--- src/rtl/regcmd_pkg.sv ---
package regcmd_pkg;
  localparam int WORD_W = 32;
  localparam int OFF_W  = 20;
  localparam int CNT_W  = 14;
  localparam int WRAP_W = 4;
  localparam int SEL_W  = 22;
  localparam int WRAP_LSB = 16;
  localparam int OP_LSB   = 27;

  localparam logic [WORD_W-1:0] SEL_MAGIC = 32'h180A_C060;

  localparam logic [3:0] OP_SINGLE = 4'b0010;
  localparam logic [3:0] OP_INDEX  = 4'b0110;
  localparam logic [3:0] OP_INCR   = 4'b1000;
  localparam logic [3:0] OP_LUT    = 4'b1010;

  localparam logic [SEL_W-1:0] VID_GRP  = 22'h00_001F;
  localparam logic [SEL_W-1:0] POST_GRP = 22'h3E_0000;

  typedef enum logic [2:0] {C_SEL, C_SINGLE, C_INDEX, C_INCR, C_LUT} cmd_e;
  typedef enum logic [1:0] {AM_FIXED, AM_LINEAR, AM_WRAP} amode_e;
  typedef enum logic [1:0] {PH_START, PH_NEED_WR, PH_ANY} phase_e;
  typedef enum logic [1:0] {S_HDR0, S_HDR1, S_PAY, S_ERR} state_e;
endpackage

--- src/rtl/regcmd_word_decode.sv ---
module regcmd_word_decode
  import regcmd_pkg::*;
#(
  parameter int CW = CNT_W,
  parameter int WW = WRAP_W
) (
  input  logic [WORD_W-1:0] word,
  output logic              is_sel,
  output cmd_e              op,
  output logic              op_ok,
  output logic              misal,
  output logic [SEL_W-1:0]  mask,
  output logic              mask_zero,
  output logic              mask_mixed,
  output logic              wrap_bad,
  output logic [WW-1:0]     wrap,
  output logic              noinc,
  output logic [CW-1:0]     count
);
  localparam logic [SEL_W-1:0] LEGAL = VID_GRP | POST_GRP;

  logic [3:0] opf;
  assign opf = word[OP_LSB+3:OP_LSB];

  always_comb begin
    op_ok = 1'b1;
    op    = C_SINGLE;
    case (opf)
      OP_SINGLE: op = C_SINGLE;
      OP_INDEX:  op = C_INDEX;
      OP_INCR:   op = C_INCR;
      OP_LUT:    op = C_LUT;
      default:   op_ok = 1'b0;
    endcase
  end

  assign is_sel     = (word == SEL_MAGIC);
  assign misal      = |word[1:0];
  assign mask       = word[SEL_W-1:0] & LEGAL;
  assign mask_zero  = (mask == '0);
  assign mask_mixed = (|(mask & VID_GRP)) && (|(mask & POST_GRP));
  assign wrap       = word[WRAP_LSB+WW-1:WRAP_LSB];
  assign wrap_bad   = (wrap < WW'(2));
  assign noinc      = word[WORD_W-1];
  assign count      = word[CW-1:0];
endmodule

--- src/rtl/regcmd_addr_gen.sv ---
module regcmd_addr_gen
  import regcmd_pkg::*;
#(
  parameter int AW = OFF_W,
  parameter int WW = WRAP_W
) (
  input  logic          clk,
  input  logic          rst_n,
  input  logic          clr,
  input  logic          load,
  input  logic [AW-1:0] base,
  input  amode_e        mode,
  input  logic [WW-1:0] wrap,
  input  logic          step,
  output logic [AW-1:0] addr
);
  localparam logic [AW-1:0] STRIDE = AW'(4);

  logic [AW-1:0] base_q, cur_q;
  logic [WW-1:0] wrap_q, wcnt_q;
  amode_e        mode_q;

  always_ff @(posedge clk or negedge rst_n) begin
    if (!rst_n) begin
      base_q <= '0; cur_q <= '0; wrap_q <= '0; wcnt_q <= '0; mode_q <= AM_FIXED;
    end else if (clr) begin
      cur_q <= '0; wcnt_q <= '0; mode_q <= AM_FIXED;
    end else if (load) begin
      base_q <= base; cur_q <= base; wrap_q <= wrap; wcnt_q <= '0; mode_q <= mode;
    end else if (step) begin
      case (mode_q)
        AM_LINEAR: cur_q <= cur_q + STRIDE;
        AM_WRAP: begin
          if (wcnt_q == wrap_q - WW'(1)) begin
            cur_q  <= base_q;
            wcnt_q <= '0;
          end else begin
            cur_q  <= cur_q + STRIDE;
            wcnt_q <= wcnt_q + WW'(1);
          end
        end
        default: cur_q <= cur_q;
      endcase
    end
  end

  assign addr = cur_q;

  // the wrap position never reaches the wrap size
  p_wrap_bound_r8: assert property (@(posedge clk) disable iff (!rst_n)
    (mode_q == AM_WRAP) |-> (wcnt_q < wrap_q));
endmodule

--- src/rtl/regcmd_wr_slot.sv ---
module regcmd_wr_slot
  import regcmd_pkg::*;
#(
  parameter int AW = OFF_W,
  parameter int SW = SEL_W
) (
  input  logic              clk,
  input  logic              rst_n,
  input  logic              clr,
  input  logic              load,
  input  logic [AW-1:0]     ld_addr,
  input  logic [WORD_W-1:0] ld_data,
  input  logic [SW-1:0]     ld_sel,
  input  logic              wr_ready,
  output logic              wr_valid,
  output logic [AW-1:0]     wr_addr,
  output logic [WORD_W-1:0] wr_data,
  output logic [SW-1:0]     wr_sel,
  output logic              free
);
  assign free = !wr_valid || wr_ready;

  always_ff @(posedge clk or negedge rst_n) begin
    if (!rst_n) begin
      wr_valid <= 1'b0; wr_addr <= '0; wr_data <= '0; wr_sel <= '0;
    end else if (clr) begin
      wr_valid <= 1'b0;
    end else if (load) begin
      wr_valid <= 1'b1;
      wr_addr  <= ld_addr;
      wr_data  <= ld_data;
      wr_sel   <= ld_sel;
    end else if (wr_ready) begin
      wr_valid <= 1'b0;
    end
  end

  // a stalled write keeps its fields
  p_hold_r13: assert property (@(posedge clk) disable iff (!rst_n || clr)
    (wr_valid && !wr_ready) |=> (wr_valid && $stable(wr_addr) && $stable(wr_data) && $stable(wr_sel)));
endmodule

--- src/rtl/regcmd_decoder.sv ---
module regcmd_decoder
  import regcmd_pkg::*;
#(
  parameter int AW = OFF_W,
  parameter int CW = CNT_W,
  parameter int WW = WRAP_W,
  parameter int SW = SEL_W
) (
  input  logic              clk,
  input  logic              rst_n,
  input  logic              restart,
  input  logic              in_valid,
  output logic              in_ready,
  input  logic [WORD_W-1:0] in_data,
  output logic              wr_valid,
  input  logic              wr_ready,
  output logic [AW-1:0]     wr_addr,
  output logic [WORD_W-1:0] wr_data,
  output logic [SW-1:0]     wr_sel,
  output logic              err,
  output logic              list_done
);
  localparam logic [CW-1:0] ONE = CW'(1);

  state_e          state_q;
  phase_e          phase_q;
  cmd_e            cmd_q;
  logic [AW-1:0]   off_q;
  logic [CW-1:0]   remain_q;
  logic [SW-1:0]   sel_q;
  logic            done_q;

  logic            w_is_sel, w_op_ok, w_misal, m_zero, m_mixed, w_wrap_bad, w_noinc;
  cmd_e            w_op;
  logic [SEL_W-1:0] m_val;
  logic [WW-1:0]   w_wrap;
  logic [CW-1:0]   w_count;

  regcmd_word_decode #(.CW(CW), .WW(WW)) u_dec (
    .word(in_data), .is_sel(w_is_sel), .op(w_op), .op_ok(w_op_ok), .misal(w_misal),
    .mask(m_val), .mask_zero(m_zero), .mask_mixed(m_mixed), .wrap_bad(w_wrap_bad),
    .wrap(w_wrap), .noinc(w_noinc), .count(w_count)
  );

  logic accept, slot_free, bad_h0, bad_h1, fault, eol, emit, ag_load, ag_step;
  logic [AW-1:0] ag_addr, emit_addr;
  amode_e ag_mode;

  assign in_ready = (state_q == S_ERR) || slot_free;
  assign accept   = in_valid && in_ready;

  always_comb begin
    if (w_is_sel) bad_h0 = (phase_q == PH_NEED_WR);
    else          bad_h0 = (phase_q == PH_START) || !w_op_ok || w_misal;
    case (cmd_q)
      C_SEL:   bad_h1 = (m_zero && phase_q != PH_START) || m_mixed;
      C_LUT:   bad_h1 = w_wrap_bad;
      default: bad_h1 = 1'b0;
    endcase
    case (cmd_q)
      C_INDEX: ag_mode = AM_FIXED;
      C_INCR:  ag_mode = AM_LINEAR;
      default: ag_mode = w_noinc ? AM_FIXED : AM_WRAP;
    endcase
  end

  assign fault = accept && (((state_q == S_HDR0) && bad_h0) || ((state_q == S_HDR1) && bad_h1));
  assign eol   = accept && (state_q == S_HDR1) && (cmd_q == C_SEL) && m_zero && (phase_q == PH_START);
  assign emit  = accept && !fault &&
                 (((state_q == S_HDR1) && (cmd_q == C_SINGLE)) || (state_q == S_PAY));
  assign emit_addr = (state_q == S_PAY) ? ag_addr : off_q;
  assign ag_load = accept && !fault && (state_q == S_HDR1) &&
                   (cmd_q == C_INDEX || cmd_q == C_INCR || cmd_q == C_LUT);
  assign ag_step = emit && (state_q == S_PAY);

  regcmd_addr_gen #(.AW(AW), .WW(WW)) u_ag (
    .clk(clk), .rst_n(rst_n), .clr(restart), .load(ag_load), .base(off_q),
    .mode(ag_mode), .wrap(w_wrap), .step(ag_step), .addr(ag_addr)
  );

  regcmd_wr_slot #(.AW(AW), .SW(SW)) u_slot (
    .clk(clk), .rst_n(rst_n), .clr(restart), .load(emit), .ld_addr(emit_addr),
    .ld_data(in_data), .ld_sel(sel_q), .wr_ready(wr_ready), .wr_valid(wr_valid),
    .wr_addr(wr_addr), .wr_data(wr_data), .wr_sel(wr_sel), .free(slot_free)
  );

  always_ff @(posedge clk or negedge rst_n) begin
    if (!rst_n) begin
      state_q <= S_HDR0; phase_q <= PH_START; cmd_q <= C_SEL;
      off_q <= '0; remain_q <= '0; sel_q <= '0; done_q <= 1'b0;
    end else if (restart) begin
      state_q <= S_HDR0; phase_q <= PH_START; cmd_q <= C_SEL;
      remain_q <= '0; sel_q <= '0; done_q <= 1'b0;
    end else begin
      done_q <= eol;
      if (accept) begin
        if (fault) begin
          state_q <= S_ERR;
        end else begin
          case (state_q)
            S_HDR0: begin
              cmd_q   <= w_is_sel ? C_SEL : w_op;
              off_q   <= in_data[AW-1:0];
              if (!w_is_sel) phase_q <= PH_ANY;
              state_q <= S_HDR1;
            end
            S_HDR1: begin
              state_q <= S_HDR0;
              case (cmd_q)
                C_SEL: begin
                  if (!m_zero) begin
                    sel_q   <= m_val;
                    phase_q <= PH_NEED_WR;
                  end
                end
                C_SINGLE: ;
                default: begin
                  remain_q <= w_count;
                  if (w_count != '0) state_q <= S_PAY;
                end
              endcase
            end
            S_PAY: begin
              remain_q <= remain_q - ONE;
              if (remain_q == ONE) state_q <= S_HDR0;
            end
            default: state_q <= S_ERR;
          endcase
        end
      end
    end
  end

  assign err       = (state_q == S_ERR);
  assign list_done = done_q;

  // the error flag holds until restart
  p_err_sticky_r11: assert property (@(posedge clk) disable iff (!rst_n || restart)
    err |=> err);
  // no new write starts while in error
  p_err_quiet_r11: assert property (@(posedge clk) disable iff (!rst_n || restart)
    (err && !wr_valid) |=> !wr_valid);
  // every issued write carries a legal unit mask
  p_sel_legal_r4: assert property (@(posedge clk) disable iff (!rst_n)
    wr_valid |-> ((wr_sel != '0) && !((|(wr_sel & VID_GRP)) && (|(wr_sel & POST_GRP)))));
  // a write header at list start is rejected
  p_first_sel_r2: assert property (@(posedge clk) disable iff (!rst_n || restart)
    (accept && state_q == S_HDR0 && phase_q == PH_START && !w_is_sel) |=> err);
  // end-of-list is a single-cycle pulse
  p_done_pulse_r12: assert property (@(posedge clk) disable iff (!rst_n || restart)
    list_done |=> !list_done);
  // a held write blocks the input
  p_stall_r13: assert property (@(posedge clk) disable iff (!rst_n)
    (wr_valid && !wr_ready && !err) |-> !in_ready);
endmodule

--- config.mk ---
export PLATFORM = sky130hd
export DESIGN_NAME = regcmd_decoder
export DESIGN_NICKNAME = d
export VERILOG_FILES = /design/src/rtl/regcmd_pkg.sv /design/src/rtl/regcmd_word_decode.sv /design/src/rtl/regcmd_addr_gen.sv /design/src/rtl/regcmd_wr_slot.sv /design/src/rtl/regcmd_decoder.sv
export SDC_FILE = /design/constraint.sdc
export NUM_CORES = 1
export LEC_CHECK = 0
export ABC_AREA = 1
export BUFFER_PORTS_ARGS = -buffer_cell sky130_fd_sc_hd__buf_2
export CAP_MARGIN = 30
export CORE_UTILIZATION = 43
export DETAILED_ROUTE_END_ITERATION = 16
export HOLD_SLACK_MARGIN = 0.06
export SYNTH_ARGS = -nofsm -noshare
export SYNTH_HDL_FRONTEND = slang
export SYNTH_HIERARCHICAL = 1
export SYNTH_SLANG_ARGS = --single-unit
--- constraint.sdc ---
create_clock -name clk -period 2.48 [get_ports clk]
set_clock_uncertainty 0.05 [all_clocks]
set_input_delay 0.124 -clock clk [delete_from_list [all_inputs] [get_ports clk]]
set_output_delay 0.124 -clock clk [all_outputs]
set_load 0.01 [all_outputs]
==> run summary, run 1 <==
status = finished, final reports clean
clk sink count = 189
leakage = 6.64 nW
H-tree depth = 4
CP dominant cell by count = nand2_1
total core area = 23500 um2
antenna cells = 0
fin crit period = 2400 ps
critical path arrival = 2710 ps
# nets final = 1557
max frequency = 416 MHz
root buffer cell = clkbuf_16
synth warn = 6
Initial DRT Pass Iterations = 7
Yosys cell types = 47
average size of a mapped cell = 7.48 um2
area grow syn2layout = 18.9%
post-route setup slack = 75.4 ps
Routed WL = 29.9 mm
largest net degree at the start of global routing = 76
antenna violations before repair = 0
clk slew on worst S/H paths = 80 ps
kind of end point of the critical path = flop
Post-Synth Adder-Cell Area = 1.21%
DRT iter0 DRCs = 793
endpoints failing setup = 0
number of routed nets with antenna violations = 0
Layout Cells excl Fill = 1842
via count = 9278
row cnt = 56
hold slack = 77.2 ps
Mapped Area = 10300 um2
crit-path max cell delay = 540 ps
DR top layer = met4
PwrDens = 961 nW/um2
Final Util = 52.1%
I/O Pins = 115
DIE AREA = 24600 um2
Post-synth EDFFs = 0
simple-gate share of the synthesized area = 36.8%
maximum vdd drop = 0.000443 V
crit-path max FO = 9
xor/xnor share of the synthesized area = 1.36%
Synth Area in Compound Gates = 4.22%
max_cap viols = 0
CTS tree = built
leading cell types in the layout, fill and taps excluded = nand2_1, dfrtp_1, nand3_1
Fin. Hold Viols = 0
Yosys reg bits = 189
Reg area = 4730 um2
top_reg_cell synth = dfrtp_1
metal2 WL = 14.2 mm
WL met1 = 13.5 mm
Clock Tree Buf Depth = 2
largest family of logic cells by synthesized area = simple AND/OR/NAND/NOR gates
Multi-input gate area = 4610 um2
DP Cell Count = 1772
GR Overflow Total = 0
Initial Util = 43.9%
Routed wire per std cell = 16.2 um
Post-synth ARST share = 100%
filler instances = 2327
gpl congestion = 0.871
first-pass GRT wire length = 46.6 mm
worst min-delay path class = input port to flop
Port Buf Inserts = 114
Total Routing Usage GR = 24.4%
Synth Instances = 1381
vias per std cell = 5.04
met3 wire len = 1.46 mm
proportion of layout cells with a drive suffix above 1 = 16.7%
most common cell after layout, fill and taps aside = nand2_1
Worst-Skew Late Latency = 430 ps
kind of critical path = input port to flop
drt drc = 0
detailed placement HPWL = 20.1 mm
die width = 157 um
die height = 157 um
pre-CTS worst setup slack = -62.9 ps
CP Cell Sequence = dlygate4sd3_1 > buf_2 > inv_1 > nor2_2 > nand2_1 > nor2_1 > nand2_1 > nor2_2 > inv_1 > nand4_1 > nand3_2 > nand3_4 > a211oi_4 > inv_2 > nor2_4 > buf_12 > clkbuf_16 > nand2_1 > nand2_1 > inv_1 > a21oi_1
CP startpoint kind = input port
setup TNS = 0 ps
post-synthesis mux area share = 0.0969%
Slew Limit Fails = 0
number of global-route vias before repair = 8661
Seq/Total Area, Yosys = 45.8%
final period utilization = 97.0%
Slowest-stage cell, CP = dlygate4sd3_1
number of buffers created by CTS = 17
Critical Path RT = 2780 ps
## metal layers
layer / track usage (%) / vias to the layer above
met5: 0 / -
met4: 7.98 / 0
met3: 4.27 / 38
met2: 38.9 / 232
met1: 33.7 / 4418
li1: - / 4590
## cells by family (layout without fill, tap and decap cells)
group	Yosys count	after routing
flops	189	189
simple gates	882	882
buf+inv	210	341
mux	1	1
xor+xnor	16	16
fa+ha+maj	10	10
other cells	1	12
compound gates	72	72
## stage by stage
stage          instance area (um2)  power, W
2_1_floorplan                10400   0.00739
3_3_place_gp                 11200   0.00888
3_5_place_dp                 11200   0.00895
4_1_cts                      12100    0.0118
5_1_grt                      12300    0.0126
6_report                     12300    0.0118
## final timing paths
kind                              startpoint                 to  slack [ps]  depth (start not counted)
min                               in_data[1]           sel_q[1]          80                          4
max reg2reg                       state_q[0]      u_ag/addr[18]         180                         12
max in group asynchronous              rst_n    u_ag/base_q[19]        1380                          3
min in group asynchronous              rst_n     u_ag/base_q[8]         170                          2
max                              in_data[15]      u_ag/addr[18]          80                         21
min reg2reg                u_slot/wr_addr[7]  u_slot/wr_addr[7]         420                          2
## critical path: cells and delay by family
family	cells	cell delay, ps
buf+inv	8	1210
simple gates	11	920
compound gates	2	440
## area by class of cell
| class | instances | area share, % |
|---|---|---|
| repair buffers | 206 | 12.5 |
| multi-input cells | 993 | 37.6 |
| inverters | 103 | 3.15 |
| flip-flops and latches | 189 | 38.5 |
| clock inverters | 15 | 1.57 |
| clock buffers | 17 | 3.47 |
| well taps | 319 | 3.25 |
## synthesized netlist by cell type (3+ instances only)
cell type	n	area [um2]
o21ai_0	32	160
xnor2_1	6	52.6
nor2_1	102	383
nand4_1	29	181
nand3_1	182	911
buf_6	10	113
nor2_2	3	18.8
a21oi_2	9	78.8
a211oi_1	3	22.5
a21oi_1	15	75.1
nand3b_1	4	30.0
ha_1	10	125
inv_2	3	11.3
nand2_2	6	37.5
dfrtp_1	189	4730
buf_1	3	11.3
nor3_1	8	40.0
nand2_4	3	33.8
clkbuf_1	17	63.8
buf_2	27	135
or2_2	4	25.0
inv_1	100	375
nand2_1	528	1980
xor2_1	10	87.6
buf_4	49	368
## where the power goes
group          switching (W)  total, W  internal (W)  leakage [nW]
combinational        0.00280   0.00429       0.00150          3.91
clock                0.00143   0.00281       0.00138         0.295
sequential          0.000681   0.00469       0.00401          2.43
## sequential cells by signal, summed over array words and instances, names as in the netlist, 4 cells and up
register and count:
u_slot/wr_sel 22, u_ag/wrap_q 4, remain_q 14, u_slot/wr_data 32, u_ag/addr 20, off_q 20, u_slot/wr_addr 20, u_ag/base_q 20
sel_q 22, u_ag/wcnt_q 4
## what timing repair did
item,CTS,global route
setup endpoints to repair,0,57
buffers inserted,0,2
hold buffers,33,0
gates resized for setup,0,15
hold endpoints to repair,184,0
Note: power is estimated with default switching activity, not from simulation.
==> run 2: changes to the inputs <==
REMOVE_ABC_BUFFERS = 1   (was unset)
==> run summary, run 2 (synthesis results as in run 1) <==
status = finished, final reports clean
via count = 9358 (+0.86%)
Fin. Hold Viols = 0 (unchanged)
most common cell after layout, fill and taps aside = nand2_1
DP Cell Count = 1787 (+0.85%)
antenna violations before repair = 0 (unchanged)
Routed wire per std cell = 15.4 um (-4.9%)
proportion of layout cells with a drive suffix above 1 = 17.3% (+0.66 points)
gpl congestion = 0.867 (-0.45%)
Largest register FFs = 32 (unchanged)
Port Buf Inserts = 114 (unchanged)
CTS tree = built
die height = 157 um (unchanged)
# nets final = 1568 (+0.71%)
area grow syn2layout = 20.3%
I/O Pins = 115 (unchanged)
Worst-Skew Late Latency = 450 ps (+20 ps)
number of routed nets with antenna violations = 0 (unchanged)
Layout Cells excl Fill = 1853 (+0.60%)
total core area = 23500 um2 (unchanged)
clk sink count = 189 (unchanged)
worst min-delay path class = input port to flop
GR Overflow Total = 0 (unchanged)
antenna cells = 0 (unchanged)
endpoints failing setup = 0 (unchanged)
fin crit period = 2370 ps (-39.0 ps)
Rel. slew slack = 60.1%
leakage = 6.72 nW (+1.2%)
number of buffers created by CTS = 17 (unchanged)
Routed WL = 28.6 mm (-4.4%)
crit-path max FO = 19 (+10)
drt drc = 0 (unchanged)
Total Routing Usage GR = 23.5% (-0.92 points)
critical path arrival = 2680 ps (-30 ps)
post-route setup slack = 114 ps (+39.0 ps)
CP startpoint kind = input port
H-tree depth = 4 (unchanged)
row cnt = 56 (unchanged)
kind of end point of the critical path = flop
hold slack = 64.8 ps (-12.3 ps)
Clock power frac = 24.6% (+0.8 points)
largest net degree at the start of global routing = 63 (-17%)
Int Power = 0.00702 W (+2.0%)
part of the power in registers = 39.6% (-0.2 points)
Initial Util = 43.9% (unchanged)
clk slew on worst S/H paths = 70 ps (about the same)
DIE AREA = 24600 um2 (unchanged)
vias per std cell = 5.05 (+0.26%)
leading cell types in the layout, fill and taps excluded = nand2_1, dfrtp_1, nand3_1
PwrDens = 952 nW/um2 (-0.95%)
kind of critical path = input port to flop
filler instances = 2353 (+1.1%)
maximum vdd drop = 0.000558 V (+26%)
Critical Path RT = 2800 ps (+20 ps)
worst-margin pin slew = 598 ps
Clock Tree Buf Depth = 2 (unchanged)
Sw Pwr = 0.00480 W (-2.4%)
first-pass GRT wire length = 45.2 mm (-3.0%)
die width = 157 um (unchanged)
sw frac = 40.6% (-1.1 points)
number of global-route vias before repair = 8653 (-0.092%)
pre-CTS worst setup slack = -38.7 ps (+24.2 ps)
root buffer cell = clkbuf_16
Comb pwr share = 35.8% (-0.6 points)
DRT iter0 DRCs = 726 (-8.4%)
max_cap viols = 0 (unchanged)
Initial DRT Pass Iterations = 5 (-2)
Slew Limit Fails = 0 (unchanged)
biggest regs = u_slot/wr_data x32, sel_q x22, u_slot/wr_sel x22
max frequency = 423 MHz (+1.6%)
detailed placement HPWL = 19.1 mm (-4.8%)
largest register by flop count = u_slot/wr_data
final period utilization = 95.4% (-1.6 points)
==> run 2: changes by cell type in the layout (fill, tap and decap cells not counted), sizes merged <==
| cell | previous run | this run |
|---|---|---|
| clkinv | 8 | 11 |
| buf | 169 | 182 |
| bufinv | 0 | 1 |
| clkinvlp | 1 | 0 |
| dlygate4sd3 | 33 | 31 |
| inv | 109 | 106 |
==> run 2: final timing paths <==
path	from	slack (ps)	cells after the start	to
min in group asynchronous	rst_n	170	2	u_ag/addr[13]
setup / recovery	in_data[4]	110	19	u_ag/addr[7]
max in group asynchronous	rst_n	1390	3	u_ag/base_q[15]
setup reg to reg	state_q[1]	270	12	u_ag/addr[7]
hold / removal	in_data[16]	60	4	u_ag/wrap_q[0]
hold reg to reg	u_slot/wr_addr[8]	410	2	u_slot/wr_addr[8]
==> run 2: through the flow <==
step / cell area [um2] / util (%) / power [W] / TNS, ps
after floorplan: 9670 / - / 0.00718 / -386850
final: 12400 / 52.7 / 0.0118 / 0
after global routing: 12400 / 52.7 / 0.0127 / -8.16
after global placement: 11300 / 48.1 / 0.00882 / 0
after detailed placement: 11300 / 48.1 / 0.00889 / -78.6
after CTS: 12300 / 52.2 / 0.0119 / 0
==> run 2: what timing repair did <==
item,4_1_cts,5_1_grt
buffers inserted,0,1
hold buffers,31,0
hold endpoints to repair,104,0
endpoints found under the setup margin,0,44
gates resized for setup,0,10
==> run 2: cell type report <==
cell class | instances | area, um2 | share of cell area [%]
sequential | 189 | 4730 | 38.1
multi-input combinational | 993 | 4610 | 37.1
timing repair buffer | 217 | 1640 | 13.2
clock buffer | 17 | 425 | 3.43
tap | 319 | 399 | 3.21
inverter | 103 | 387 | 3.11
clock inverter | 15 | 228 | 1.83
==> run 2: worst max-delay path, stage by stage <==
cell and delay, ps:
dlygate4sd3_1 530, buf_2 160, or2_1 260, nand2_1 70, inv_1 40, o21bai_1 160, nand2_2 70, nand2_2 60
nand2_4 70, nand3_4 80, a211oi_4 190, inv_1 110, nor2_4 140, buf_12 140, clkbuf_16 180, nand2_1 80
nand2_1 70, inv_1 40, a21oi_2 110
==> run 2: per-layer routing <==
layer,vias up,GRT usage [%],share of wire (%)
met5,-,0,0
met4,0,5.88,1.7
met3,41,2.95,5.1
met2,289,38.0,47
met1,4419,33.3,46
li1,4609,-,-
==> run 2: power by group through the flow <==
stage	Clock [W]	Combinational, W	Sequential (W)
finish	0.00291	0.00423	0.00468
global route	0.00308	0.00477	0.00481
CTS	0.00297	0.00422	0.00468
detailed placement	0	0.00416	0.00473
global placement	0	0.00411	0.00472
floorplan	0	0.00240	0.00478
